File: config.mk
export PLATFORM = sky130hd
export DESIGN_NAME = edge_trigger_filter
export DESIGN_NICKNAME = d
export VERILOG_FILES = /design/src/rtl/edge_trig_pkg.sv /design/src/rtl/etf_sync.sv /design/src/rtl/etf_holdoff.sv /design/src/rtl/etf_burst.sv /design/src/rtl/etf_width.sv /design/src/rtl/edge_trigger_filter.sv
export SDC_FILE = /design/constraint.sdc
export NUM_CORES = 1
export LEC_CHECK = 0
export CAP_MARGIN = 0
export CORE_ASPECT_RATIO = 1.5
export CORE_UTILIZATION = 50
export DETAILED_ROUTE_END_ITERATION = 8
export DONT_BUFFER_PORTS = 1
export PLACE_DENSITY = 0.76
export SKIP_LAST_GASP = 1
export SYNTH_ARGS = -nofsm -noshare
export SYNTH_HDL_FRONTEND = slang
export SYNTH_SLANG_ARGS = --single-unit
File: constraint.sdc
create_clock -name clk -period 12.71 [get_ports clk]
set_input_delay 1.271 -clock clk [delete_from_list [all_inputs] [get_ports clk]]
set_output_delay 1.271 -clock clk [all_outputs]
set_load 0.02 [all_outputs]
File: src/rtl/edge_trig_pkg.sv
package edge_trig_pkg;
  // Hold-off length in cycles for a 4-bit step setting.
  function automatic int unsigned holdoff_len(input logic [3:0] sel, input int unsigned step);
    return (int'(sel) + 1) * step;
  endfunction
endpackage

File: src/rtl/etf_sync.sv
module etf_sync #(
  parameter int STAGES = 2
) (
  input  logic clk,
  input  logic rst_n,
  input  logic d_i,
  output logic q_o,
  output logic prev_o,
  output logic ready_o
);
  logic [STAGES:0] chain;
  logic [STAGES:0] fill;

  always_ff @(posedge clk) begin
    if (!rst_n) begin
      chain <= '0;
      fill  <= '0;
    end else begin
      chain <= {chain[STAGES-1:0], d_i};
      fill  <= {fill[STAGES-1:0], 1'b1};
    end
  end

  assign q_o     = chain[STAGES-1];
  assign prev_o  = chain[STAGES];
  assign ready_o = fill[STAGES];
endmodule

File: src/rtl/etf_holdoff.sv
module etf_holdoff
  import edge_trig_pkg::*;
#(
  parameter int HOLD_STEP = 4,
  localparam int HOLD_MAX = 16 * HOLD_STEP,
  localparam int HW       = $clog2(HOLD_MAX + 1)
) (
  input  logic       clk,
  input  logic       rst_n,
  input  logic [3:0] sel_i,
  input  logic       load_i,
  output logic       open_o
);
  logic [HW-1:0] remain;
  logic [HW-1:0] load_val;

  assign load_val = HW'(holdoff_len(sel_i, HOLD_STEP));

  always_ff @(posedge clk) begin
    if (!rst_n)              remain <= '0;
    else if (load_i)         remain <= load_val;
    else if (remain != '0)   remain <= remain - 1'b1;
  end

  assign open_o = (remain == '0);
endmodule

File: src/rtl/etf_burst.sv
module etf_burst #(
  parameter int WIN_CYC     = 32,
  parameter int BURST_LIMIT = 3,
  localparam int CW = $clog2(WIN_CYC + 1)
) (
  input  logic clk,
  input  logic rst_n,
  input  logic edge_i,
  output logic hot_o,
  output logic flag_o
);
  logic [WIN_CYC-1:0] hist;
  logic [WIN_CYC-1:0] nxt;
  logic [CW-1:0]      cnt;

  assign nxt = {hist[WIN_CYC-2:0], edge_i};

  always_comb begin
    cnt = '0;
    for (int i = 0; i < WIN_CYC; i++) cnt = cnt + CW'(nxt[i]);
  end

  assign hot_o = (cnt > CW'(BURST_LIMIT));

  always_ff @(posedge clk) begin
    if (!rst_n) begin
      hist   <= '0;
      flag_o <= 1'b0;
    end else begin
      hist   <= nxt;
      flag_o <= hot_o;
    end
  end
endmodule

File: src/rtl/etf_width.sv
module etf_width #(
  parameter int WIDTH_W = 4
) (
  input  logic               clk,
  input  logic               rst_n,
  input  logic               lvl_i,
  input  logic               start_i,
  input  logic [WIDTH_W-1:0] min_w_i,
  input  logic               block_i,
  output logic               trig_o,
  output logic               runt_o
);
  logic               meas;
  logic [WIDTH_W-1:0] len;
  logic [WIDTH_W-1:0] eff;
  logic [WIDTH_W-1:0] cur;
  logic               live;
  logic               hit;

  assign eff  = (min_w_i == '0) ? WIDTH_W'(1) : min_w_i;
  assign live = start_i | (meas & lvl_i);
  assign cur  = start_i ? WIDTH_W'(1) : len + 1'b1;
  assign hit  = live && (cur == eff);

  always_ff @(posedge clk) begin
    if (!rst_n) begin
      meas   <= 1'b0;
      len    <= '0;
      trig_o <= 1'b0;
      runt_o <= 1'b0;
    end else begin
      meas   <= live & ~hit;
      len    <= live ? cur : '0;
      trig_o <= hit & ~block_i;
      runt_o <= meas & ~lvl_i;
    end
  end
endmodule

File: src/rtl/edge_trigger_filter.sv
module edge_trigger_filter #(
  parameter int HOLD_STEP   = 4,
  parameter int WIN_CYC     = 32,
  parameter int BURST_LIMIT = 3,
  parameter int WIDTH_W     = 4
) (
  input  logic               clk,
  input  logic               rst_n,
  input  logic               sig_i,
  input  logic [3:0]         holdoff_sel_i,
  input  logic [WIDTH_W-1:0] min_width_i,
  output logic               trig_o,
  output logic               runt_o,
  output logic               burst_o
);
  logic lvl, lvl_prev, ready;
  logic rise, rise_ok, open, hot;

  etf_sync #(.STAGES(2)) sync_i (
    .clk(clk), .rst_n(rst_n), .d_i(sig_i),
    .q_o(lvl), .prev_o(lvl_prev), .ready_o(ready)
  );

  assign rise    = lvl & ~lvl_prev & ready;
  assign rise_ok = rise & open;

  etf_holdoff #(.HOLD_STEP(HOLD_STEP)) hold_i (
    .clk(clk), .rst_n(rst_n), .sel_i(holdoff_sel_i),
    .load_i(rise_ok), .open_o(open)
  );

  etf_burst #(.WIN_CYC(WIN_CYC), .BURST_LIMIT(BURST_LIMIT)) burst_i (
    .clk(clk), .rst_n(rst_n), .edge_i(rise),
    .hot_o(hot), .flag_o(burst_o)
  );

  etf_width #(.WIDTH_W(WIDTH_W)) width_i (
    .clk(clk), .rst_n(rst_n), .lvl_i(lvl), .start_i(rise_ok),
    .min_w_i(min_width_i), .block_i(hot),
    .trig_o(trig_o), .runt_o(runt_o)
  );
endmodule

### Word level (Yosys, flattened, before mapping)

Cells that the tools add are included.

* add/subtract/negate cells: 34
* magnitude comparators: 1
* eq/ne operators: 1
* multiplexer cells: 5
* bitwise operators: 13
* reduce and logical (&&, ||, !) cells: 7

Operators with widths (number)
* $add A6 B1 Y6: 29
* $mux W7: 2
* $mux W4: 2
* $and A1 B1 Y1: 7
* $logic_not A7 Y1: 1
* $reduce_bool A7 Y1: 1
* $sub A7 B1 Y7 const B: 1
* $gt A6 B2 Y1 const B: 1
* $add A4 B1 Y5 const B: 1
* $not A1 Y1: 5
* $add A4 B1 Y4 const B: 1
* $eq A4 B4 Y1: 1
* $logic_not A4 Y1: 1
* $add A2 B1 Y3: 1
* $add A1 B1 Y2: 1
* $reduce_and A2 Y1: 1
* $reduce_bool A2 Y1: 1
* $reduce_or A2 Y1: 1
* $logic_and A1 B1 Y1: 1
* $mux W1: 1
* $or A1 B1 Y1: 1

* register bits after elaboration: 52
* input bits: 11
* output and inout port bits: 3
* word-level logic and storage cells: 72

### Depth between registers and ports, before layout

* word-level depth: 37
* depth in mapped cells: 18
* depth with buffers taken out: 18

### Modules after synthesis

From an unflattened synthesis, not the netlist that was laid out.

* cell total of the unflattened synthesis: 251
* area, all modules: 2593.7 µm²

Modules (own cells, without submodules)
* etf_burst: times used 1, cells each 151, area an instance 1644.1 µm², seq. area each 640.6 µm²
* etf_holdoff: times used 1, cells each 48, area an instance 427.9 µm², seq. area each 140.1 µm²
* etf_width: times used 1, cells each 39, area an instance 350.3 µm², seq. area each 140.1 µm²
* etf_sync: times used 1, cells each 11, area an instance 151.4 µm², seq. area each 120.1 µm²
* edge_trigger_filter: times used 1, cells each 2, area an instance 20.0 µm², seq. area each 0.0 µm²

### Worst setup path after synthesis

Ideal clock, no wire load.

* path type: register to register
* start point: register sync_i.chain[1]
* end point: register width_i.trig_o
* library setup time: 0.060 ns
* data arrival time: 5.026 ns
* required time: 12.650 ns
* slack: 7.625 ns
* stages on the path, launching flop included: 18
* path buffers: 0
* clock period less this slack: 5.085 ns
* path through: dfxtp_1 -> and3b_1 -> inv_1 -> fa_1 -> fa_1 -> fa_1 -> fa_1 -> fa_1 -> fa_1 -> fa_1 -> inv_1 -> ha_1 -> inv_1 -> fa_1 -> nor2_1 -> nand3_1 -> a21oi_1 -> and3_1

* longest elaborated chain between the ends: 36
* elaborated cells between the ends (all ways): 42
* those cells by class: add/sub (31); order compare (1); eq/ne (1); mux (1); bitwise (7); reduce/logical (1)

RTL lines
* start: declaration: RTL line etf_sync.sv:11 `logic [STAGES:0] chain;`
* start signal: assignment: RTL line etf_sync.sv:19 `chain <= {chain[STAGES-1:0], d_i};`
* $and A1 B1 Y1 (2 in a row): RTL line edge_trigger_filter.sv:24 `assign rise = lvl & ~lvl_prev & ready;`
* $add A1 B1 Y2: RTL line etf_burst.sv:20 `for (int i = 0; i < WIN_CYC; i++) cnt = cnt + CW'(nxt[i]);`
* $add A2 B1 Y3: RTL line etf_burst.sv:20
* $add A6 B1 Y6 (29 in a row): RTL line etf_burst.sv:20
* $gt A6 B2 Y1: RTL line etf_burst.sv:23 `assign hot_o = (cnt > CW'(BURST_LIMIT));`
* $not A1 Y1: RTL line etf_width.sv:34 `trig_o <= hit & ~block_i;`
* $and A1 B1 Y1 (*): RTL line etf_width.sv:34
* end signal: assignment: RTL line etf_width.sv:34
* end: declaration: RTL line etf_width.sv:10 `output logic trig_o,`

Mark *: on every way between the ends. The rest lies on a longest branch, timed or not.
A chain may end at the register's enable or synchronous reset.

### Worst setup path after layout

Same ends and word-level chain as after synthesis.

==> metrics.csv <==
metric,value,unit
status,completed,
track_usage,16.40,%
postCtsResizedCells,0,
p_clk_share,27.4,%
syn-instance-count,243,
synth_area,2469,µm²
r2r_setup_slack,7.34,ns
crit_type,reg -> reg,
initial_core_util,51.74,%
p_switching,100.2,µW
ios,14,
hold_depth,1,
crit_top_cell,fa_1,
fp.dieH,88.06,µm
fin_nets,292,
grt_start_max_net_pins,32,
maxSlewViolCount,0,
vias,1501,
powerDensity,133.3,nW/µm²
dpl_cell_area,2536,µm²
remaining_drc_errors,0,
crit_required,12.97,ns
synth.top_cell.area_share,42.17,%
wl,3719,µm
cts.path.max_buffers,2,
ys_warn_count,0,
htreeDepth,2,
grt_pass1_wl,6120,µm
finClkSkew,0.01047,ns
start_kind,flop,
finalCritPeriodShare,42.28,%
synthTopCellsByArea,"dfxtp_1, fa_1, inv_1, ha_1, nor2_1",
crit_path_end_kind,flop,
cts_tree,built,
drt_iter0_markers,61,
grt.overflow.total,0,
clock-sinks,52,
tns,0,ns
setup_viol,0,
drive_above_1_share,5.263,%
clock-root-buffer,clkbuf_8,
diodes,0,
area_growth,6.639,%
die_w,59.37,µm
finalHoldViolCount,0,
combPwrFrac,20.8,%
dp_hpwl,2866,µm
timing.fmax,0.1861,GHz
cp_max_fo,6,
clk_pin_slew,0.10,ns
wl_met3,129,µm
p_sw_share,28.57,%
p_total,350.8,µW
cts_buffers,5,
clock_latency,0.31,ns
mostFrequentLayoutCells,"dfxtp_1, inv_1, nor2_1",
p_seq_share,51.8,%
dr.pass1.iters,4,
layout_commonest_cell,dfxtp_1,
maxCapViolations,0,
ys_ff_latch,52,
synth_seq_area_share,42.17,%
rows,31,
portBuffers,0,
viasPerCell,4.796,
slowest_delay,0.54,ns
cts_setup_buffers,0,
fin_area,2633,µm²
core,4771,µm²
cp_slowest_cell,fa_1,
routed.top_layer,met4,
worst_pin_slew,0.9564,ns
syn_area_per_cell,10.16,µm²
rsz0062_at_grt,false,
wl_met1,1505,µm
hold_path_class,reg -> reg,
first_global_vias,1432,
synth_nets,289,
antenna_found_initial,0,
p_int,250.6,µW
hold_buffers,0,
avgRoutedWirePerCell,11.88,µm
met2_length,1924,µm
synthDistinctLibCells,35,
ant_nets,0,
relSlewSlack,36.17,%
r2r_cells,17,
path_cells,and3b_1 > inv_1 > fa_1 > fa_1 > fa_1 > fa_1 > fa_1 > fa_1 > fa_1 > inv_1 > ha_1 > inv_1 > fa_1 > nor2_1 > nand3_1 > a21oi_1 > and3_1,
period_needed,5.374,ns
ir_drop,0.05438,mV
dieArea,5228,µm²
p_leak,0.001096,µW
cp_data_arrival_time,5.63,ns
synth_area_leader_cell,dfxtp_1,
gp_congestion,0.8661,
flip-flops by register name, indices dropped and copies added (netlist names):
name and cells:
burst_i.hist 31, hold_i.remain 7, width_i.len 4, sync_i.chain 3, sync_i.fill 3, burst_i.flag_o 1
width_i.meas 1, width_i.runt_o 1, width_i.trig_o 1
power by group through the flow:
stage          Sequential (µW)  Clock, µW  Combinational (µW)
6_report                   182       96.3                72.9
5_1_grt                    183        108                80.0
4_1_cts                    182       99.7                73.1
3_5_place_dp               185          0                72.8
3_3_place_gp               185          0                71.4
2_1_floorplan              183          0                64.2
kinds of logic (layout without fill, tap and decap cells):
group           Yosys count  in the layout  synth area share, %
xor+xnor                  9              9                3.193
mux                       1              1               0.6080
buf+inv                  53             57                8.059
compound gates           19             19                5.119
fa+ha+maj                35             35                25.04
simple gates             74             74                15.81
flops                    52             52                42.17
worst paths after layout:
kind,start,endpoint
setup / recovery,sync_i.chain[1],width_i.trig_o
hold / removal,sync_i.fill[1],sync_i.fill[2]
setup reg to reg,sync_i.chain[1],width_i.trig_o
hold reg to reg,sync_i.fill[1],sync_i.fill[2]
per-layer routing:
| layer | global-route usage (%) | vias up |
|---|---|---|
| met4 | 9.740 | 0 |
| met2 | 28.09 | 30 |
| met1 | 17.47 | 706 |
| met5 | 0 | - |
| li1 | - | 750 |
| met3 | 4.727 | 15 |
cell usage after synthesis:
cell	count
a211oi_1	2
a21oi_1	6
a31oi_1	2
a41o_1	1
and2_1	16
and3_1	1
and3b_1	1
clkbuf_1	4
dfxtp_1	52
fa_1	24
ha_1	11
inv_1	49
mux2_4	1
nand2_1	5
nand2b_1	2
nand3_1	5
nand4_1	2
nor2_1	31
nor2b_1	1
nor3_1	2
nor3_4	1
nor4_1	1
nor4b_1	1
o21a_1	1
o21ai_0	3
o21bai_1	1
o221a_2	1
o22a_2	1
o31ai_1	1
or2b_1	1
or3_1	1
or4_1	2
or4b_4	1
xnor2_1	4
xor2_1	5
worst max-delay path, delay by kind of cell, from the launching register on:
kind                     cells  cell delay (ns)
buffers and inverters        3             0.25
AND/OR/NAND/NOR              4             0.59
adder cells (fa/ha/maj)      9             3.89
AO/OA/AOI/OAI                1             0.17
flip-flops                   1             0.42
metrics by stage:
stage,utilization [%],instances,hold slack (ns),setup WS [ns]
2_1_floorplan,-,243,0.4118,7.625
3_5_place_dp,53.16,305,0.4253,7.337
4_1_cts,55.18,313,0.4500,7.321
3_3_place_gp,53.16,305,0.4151,7.453
6_report,55.18,313,0.4472,7.336
5_1_grt,55.18,313,0.4738,7.003
area by class of cell:
class | count | area, µm²
flip-flops and latches | 52 | 1041
inverters | 49 | 183.9
fillers | 420 | 2138
well taps | 66 | 82.58
clock inverters | 3 | 27.53
clock buffers | 5 | 68.82
multi-input cells | 138 | 1229
No activity file was read; power rests on OpenSTA's default activity.
